## config.mk

```make
export PLATFORM = sky130hd
export DESIGN_NAME = quad_exec_unit
export DESIGN_NICKNAME = d
export VERILOG_FILES = /design/src/rtl/quad_pkg.sv /design/src/rtl/quad_prefix_tracker.sv /design/src/rtl/quad_decoder.sv /design/src/rtl/quad_lane_alu.sv /design/src/rtl/quad_exec_unit.sv
export SDC_FILE = /design/constraint.sdc
export NUM_CORES = 1
export LEC_CHECK = 0
export BUFFER_PORTS_ARGS = -buffer_cell sky130_fd_sc_hd__buf_2
export CAP_MARGIN = 5
export CORE_ASPECT_RATIO = 1.25
export CORE_MARGIN = 3
export CORE_UTILIZATION = 35
export CTS_BUF_LIST = sky130_fd_sc_hd__clkbuf_8
export DETAILED_ROUTE_END_ITERATION = 6
export GPL_TIMING_DRIVEN = 0
export SLEW_MARGIN = 0
export SYNTH_ARGS = -nofsm -noshare
export SYNTH_HDL_FRONTEND = slang
export SYNTH_SLANG_ARGS = --single-unit
```

## constraint.sdc

```tcl
create_clock -name clk -period 16.3 [get_ports clk]
set_input_delay 1.63 -clock clk [delete_from_list [all_inputs] [get_ports clk]]
set_output_delay 1.63 -clock clk [all_outputs]
set_load 0.01 [all_outputs]
```

## src/rtl/quad_pkg.sv

```systemverilog
package quad_pkg;
  localparam logic [7:0] PREFIX_BYTE = 8'h42;
  localparam logic [7:0] OPC_LOAD    = 8'hAD;
  localparam logic [7:0] OPC_STORE   = 8'h8D;
  localparam logic [7:0] OPC_ADC     = 8'h6D;
  localparam logic [7:0] OPC_AND     = 8'h2D;
  localparam logic [7:0] OPC_EOR     = 8'h4D;

  typedef enum logic [2:0] {
    OP_NONE, OP_LOAD, OP_STORE, OP_ADC, OP_AND, OP_EOR
  } quad_op_e;

  typedef enum logic [1:0] {
    PFX_IDLE, PFX_ONE, PFX_ARMED
  } pfx_state_e;
endpackage

```

## src/rtl/quad_prefix_tracker.sv

```systemverilog
module quad_prefix_tracker
  import quad_pkg::*;
#(
  parameter int BYTE_W = 8
) (
  input  logic              clk,
  input  logic              rst,
  input  logic              byte_valid,
  input  logic [BYTE_W-1:0] byte_in,
  output logic              issue_valid,
  output logic              issue_wide
);
  pfx_state_e state_q, state_d;
  logic       is_pfx;

  assign is_pfx = (byte_in == PREFIX_BYTE[BYTE_W-1:0]);

  always_comb begin
    state_d     = state_q;
    issue_valid = 1'b0;
    issue_wide  = 1'b0;
    if (byte_valid) begin
      case (state_q)
        PFX_IDLE: begin
          if (is_pfx) state_d = PFX_ONE;
          else        issue_valid = 1'b1;
        end
        PFX_ONE: begin
          if (is_pfx) begin
            state_d = PFX_ARMED;
          end else begin
            state_d     = PFX_IDLE;
            issue_valid = 1'b1;
          end
        end
        PFX_ARMED: begin
          state_d     = PFX_IDLE;
          issue_valid = 1'b1;
          issue_wide  = 1'b1;
        end
        default: state_d = PFX_IDLE;
      endcase
    end
  end

  always_ff @(posedge clk) begin
    if (rst) state_q <= PFX_IDLE;
    else     state_q <= state_d;
  end
endmodule

```

## src/rtl/quad_decoder.sv

```systemverilog
module quad_decoder
  import quad_pkg::*;
#(
  parameter int BYTE_W = 8
) (
  input  logic [BYTE_W-1:0] opcode,
  output quad_op_e          op
);
  always_comb begin
    case (opcode)
      OPC_LOAD:  op = OP_LOAD;
      OPC_STORE: op = OP_STORE;
      OPC_ADC:   op = OP_ADC;
      OPC_AND:   op = OP_AND;
      OPC_EOR:   op = OP_EOR;
      default:   op = OP_NONE;
    endcase
  end
endmodule

```

## src/rtl/quad_lane_alu.sv

```systemverilog
module quad_lane_alu
  import quad_pkg::*;
#(
  parameter int LANES  = 4,
  parameter int LANE_W = 8,
  localparam int QW    = LANES * LANE_W
) (
  input  quad_op_e        op,
  input  logic            wide,
  input  logic [QW-1:0]   quad_in,
  input  logic [QW-1:0]   operand,
  input  logic            cin,
  output logic [QW-1:0]   result,
  output logic            cout,
  output logic            neg,
  output logic            zero
);
  logic [LANES:0] carry;
  assign carry[0] = cin;

  for (genvar i = 0; i < LANES; i++) begin : g_lane
    logic [LANE_W-1:0] a, b, r, sum;
    logic              keep;
    assign a    = quad_in[i*LANE_W +: LANE_W];
    assign b    = operand[i*LANE_W +: LANE_W];
    assign keep = !wide && (i != 0);
    assign {carry[i+1], sum} = {1'b0, a} + {1'b0, b} + {{LANE_W{1'b0}}, carry[i]};
    always_comb begin
      case (op)
        OP_LOAD: r = b;
        OP_ADC:  r = sum;
        OP_AND:  r = a & b;
        OP_EOR:  r = a ^ b;
        default: r = a;
      endcase
    end
    assign result[i*LANE_W +: LANE_W] = keep ? a : r;
  end

  assign cout = wide ? carry[LANES] : carry[1];
  assign neg  = wide ? result[QW-1] : result[LANE_W-1];
  assign zero = wide ? (result == '0) : (result[LANE_W-1:0] == '0);
endmodule

```

## src/rtl/quad_exec_unit.sv

```systemverilog
module quad_exec_unit
  import quad_pkg::*;
#(
  parameter int LANES  = 4,
  parameter int LANE_W = 8,
  localparam int QW    = LANES * LANE_W
) (
  input  logic              clk,
  input  logic              rst,
  input  logic              op_valid,
  input  logic [LANE_W-1:0] op_byte,
  input  logic [QW-1:0]     mem_operand,
  input  logic              carry_in,
  output logic [QW-1:0]     quad_q,
  output logic              flag_n,
  output logic              flag_z,
  output logic              flag_c,
  output logic              result_valid,
  output logic              result_wide,
  output logic              store_valid,
  output logic [QW-1:0]     store_data
);
  logic     issue_valid, issue_wide;
  quad_op_e dec_op;

  quad_prefix_tracker #(.BYTE_W(LANE_W)) u_pfx (
    .clk(clk), .rst(rst), .byte_valid(op_valid), .byte_in(op_byte),
    .issue_valid(issue_valid), .issue_wide(issue_wide)
  );

  quad_decoder #(.BYTE_W(LANE_W)) u_dec (.opcode(op_byte), .op(dec_op));

  // Stage 1: decoded operation and operand
  logic          s1_valid, s1_wide, s1_cin;
  quad_op_e      s1_op;
  logic [QW-1:0] s1_operand;

  always_ff @(posedge clk) begin
    if (rst) begin
      s1_valid   <= 1'b0;
      s1_wide    <= 1'b0;
      s1_cin     <= 1'b0;
      s1_op      <= OP_NONE;
      s1_operand <= '0;
    end else begin
      s1_valid <= issue_valid && (dec_op != OP_NONE);
      if (issue_valid) begin
        s1_wide    <= issue_wide;
        s1_op      <= dec_op;
        s1_cin     <= carry_in;
        s1_operand <= mem_operand;
      end
    end
  end

  // Stage 2: lane-chained ALU and register write-back
  logic [QW-1:0] alu_res;
  logic          alu_c, alu_n, alu_z;

  quad_lane_alu #(.LANES(LANES), .LANE_W(LANE_W)) u_alu (
    .op(s1_op), .wide(s1_wide), .quad_in(quad_q), .operand(s1_operand),
    .cin(s1_cin), .result(alu_res), .cout(alu_c), .neg(alu_n), .zero(alu_z)
  );

  always_ff @(posedge clk) begin
    if (rst) begin
      quad_q       <= '0;
      flag_n       <= 1'b0;
      flag_z       <= 1'b0;
      flag_c       <= 1'b0;
      result_valid <= 1'b0;
      result_wide  <= 1'b0;
      store_valid  <= 1'b0;
      store_data   <= '0;
    end else begin
      result_valid <= s1_valid;
      store_valid  <= s1_valid && (s1_op == OP_STORE);
      if (s1_valid) begin
        result_wide <= s1_wide;
        if (s1_op == OP_STORE) begin
          store_data <= s1_wide ? quad_q : {{(QW-LANE_W){1'b0}}, quad_q[LANE_W-1:0]};
        end else begin
          quad_q <= alu_res;
          flag_n <= alu_n;
          flag_z <= alu_z;
          if (s1_op == OP_ADC) flag_c <= alu_c;
        end
      end
    end
  end
endmodule

```

==> results.yml <==
status:
  status: "finished clean"
yosys:
  avgSynthCellArea_um2: 7.61
  ys_async_sr_fraction_pct: 0
  synth.net_count: 997
  synth.distinct_cells: 65
  syn-cell-area_um2: 6940
  synthCells: 913
  ys_seq_elements: 110
  netlist.area_leader.share_pct: 31.7
  synth_edf_count: 0
  synth_warnings: 0
  ys_seq_area_share_pct: 31.7
  synthTopCellsByArea: "dfxtp_1 32%, a21oi_1 9.7%, nand2_1 8.2%"
  yosys.area.top_type: "dfxtp_1"
  ys.flop_type: "dfxtp_1"
worst_hold_path:
  hold_start: "store_data[21]"
  hold_path_class: "reg2reg"
clocking:
  h-tree-depth: 3
  clockBufferDepth: 2
  cts_resized: 0
  hold_buffers: 0
  postCtsSetupRepairBufs: 0
  clock_latency_ns: 0.40
  path_clk_slew_ns: 0.11
  tritoncts: "built"
  clkSinkCount: 110
  cts_buffers: 9
  root_buffer: "clkbuf_8"
cells_and_area:
  fin_cells: 1306
  area_growth_pct: 15.5
  finalNetCount: 1120
  fin_area_um2: 8020
  final_common_cell: "nand2_1"
  num_antenna_cells: 0
  drive_above_1_share_pct: 16.2
  layout_common_cells: "151 x nand2_1, 135 x a21oi_1, 127 x buf_2"
floorplanning:
  initial_core_util_pct: 35.7
  die_w_um: 132
  io_pins: 114
  dieArea_um2: 21600
  dieHeight_um: 163
  num_rows: 57
  core_um2: 19500
grt:
  grt_pass1_wl_um: 38200
  grt_pass1_vias: 7025
  antenna_found_initial: 0
  grt_overflow: 0
  track_usage_pct: 22.7
  grt_max_degree: 20
route:
  drtIter0Drc: 408
  route.met2.wl_um: 12700
  drt_wl_total_um: 25300
  vias: 7301
  first_pass_iters: 5
  top_layer_used: "met4"
  wl_met1_um: 10200
  wl_per_cell_um: 19.4
  via_per_inst: 5.59
  wl_met3_um: 1200
  drc: 0
  ant_nets: 0
critical_path:
  critical_path_class: "reg2reg"
  r2r-start: "quad_q[0]"
  crit_required_ns: 16.64
  critical_path_peak_fanout: 7
  arrival_ns: 9.11
  crit_top_cell: "fa_1"
  start_kind: "register"
  critPathBufInv: 1
  critPathLaunch: "quad_q[0]"
  cp_slowest_cell: "o41ai_1"
  worst_path_largest_cell_delay_ns: 0.65
  cp_top_family: "compound AO/OA/AOI/OAI gates"
  crit_path_end_kind: "register"
pwr:
  p_total_mw: 0.486
  p_leak_nw: 3.05
  peakVddDrop_mv: 0.0374
  power_density_nw_per_um2: 60.5
sta:
  fin_skew_ns: 0.0129
  finalCriticalPeriod_ns: 8.77
  worst_slew_pin_slew_ns: 0.801
  max_freq_mhz: 114
  maxSlewViolCount: 0
  fin_tns_setup_ns: 0
  period_share_pct: 53.8
  finalSetupViolations: 0
  grt_setup_unrepaired: "false"
  hold_violations: 0
  relSlewSlack_pct: 46.4
place:
  hpwlAfterDp_um: 19400
  place.gp.congestion: 0.915
  io_buffers: 112
  place_area_um2: 7840
  post-place-cells: 1290
job:
  drv_cap: 0
-- cell families (layout without fill, tap and decap cells) --
family / after synthesis / count (layout) / synth area share, %
multiplexers: 47 / 47 / 7.01
XOR/XNOR: 10 / 10 / 1.26
flip-flops: 110 / 110 / 31.7
AND/OR/NAND/NOR: 369 / 369 / 24.2
adder cells (fa/ha/maj): 40 / 40 / 8.07
AO/OA/AOI/OAI: 254 / 254 / 22.2
buffers and inverters: 83 / 211 / 5.51
-- cells in the mapped netlist (6+ instances only) --
cell type	number
fa_1	8
o21ai_0	29
nand3_1	40
nor2b_1	9
nand2b_1	17
nor2_1	89
inv_1	21
a211oi_1	20
mux2_2	9
a21oi_1	135
o21a_1	8
o22ai_1	6
a22oi_1	6
o31ai_1	6
dfxtp_1	110
nor3_1	22
nand2_1	151
ha_1	32
o221ai_1	6
mux2i_1	37
nand3b_1	8
buf_2	15
clkbuf_1	36
-- per-stage QoR --
stage | hold slack [ns] | setup WS (ns) | util (%)
finish | 0.453 | 7.53 | 41.2
global route | 0.482 | 7.21 | 41.2
CTS | 0.456 | 7.71 | 41.2
detailed placement | 0.442 | 7.77 | 40.2
global placement | 0.440 | 7.82 | 40.2
floorplan | 0.448 | 9.21 | -
-- flip-flops by register name, summed over array words and instances (netlist names) --
| name | flops |
|---|---|
| s1_operand | 32 |
| flag_n | 1 |
| s1_wide | 1 |
| result_valid | 1 |
| flag_z | 1 |
| flag_c | 1 |
| s1_cin | 1 |
| u_pfx.state_q | 2 |
| store_valid | 1 |
| s1_valid | 1 |
| s1_op | 3 |
| quad_q | 32 |
| store_data | 32 |
| result_wide | 1 |
-- tightest hold or removal path, stage by stage (launching register included) --
cell,delay [ns]
dfxtp_1,0.32
nand2_1,0.05
a21oi_1,0.05
-- power by group --
group / switching [mW] / internal (mW)
registers: 0.00544 / 0.273
clock network: 0.107 / 0.0578
logic: 0.0258 / 0.0161
-- layer usage --
metal	GRT usage (%)	vias up
li1	-	3487
met1	25.8	3512
met4	11.5	0
met2	41.4	235
met3	3.30	67
met5	0	-
-- path summary, 6_finish.rpt --
kind / endpoint / slack, ns / cells after the start
max: flag_z / 7.53 / 34
min: store_data[21] / 0.45 / 2
max reg2reg: flag_z / 7.53 / 34
min reg2reg: store_data[21] / 0.45 / 2
-- final cells by class --
| cell class | count | area [um^2] |
|---|---|---|
| Buffer | 62 | 304 |
| Clock buffer | 9 | 124 |
| Clock inverter | 7 | 61.3 |
| Fill cell | 2102 | 11400 |
| Inverter | 21 | 78.8 |
| Multi-Input combinational cell | 720 | 4360 |
| Sequential cell | 110 | 2200 |
| Tap cell | 265 | 332 |
| Timing Repair Buffer | 112 | 561 |
No activity file was read; power rests on OpenSTA's default activity.
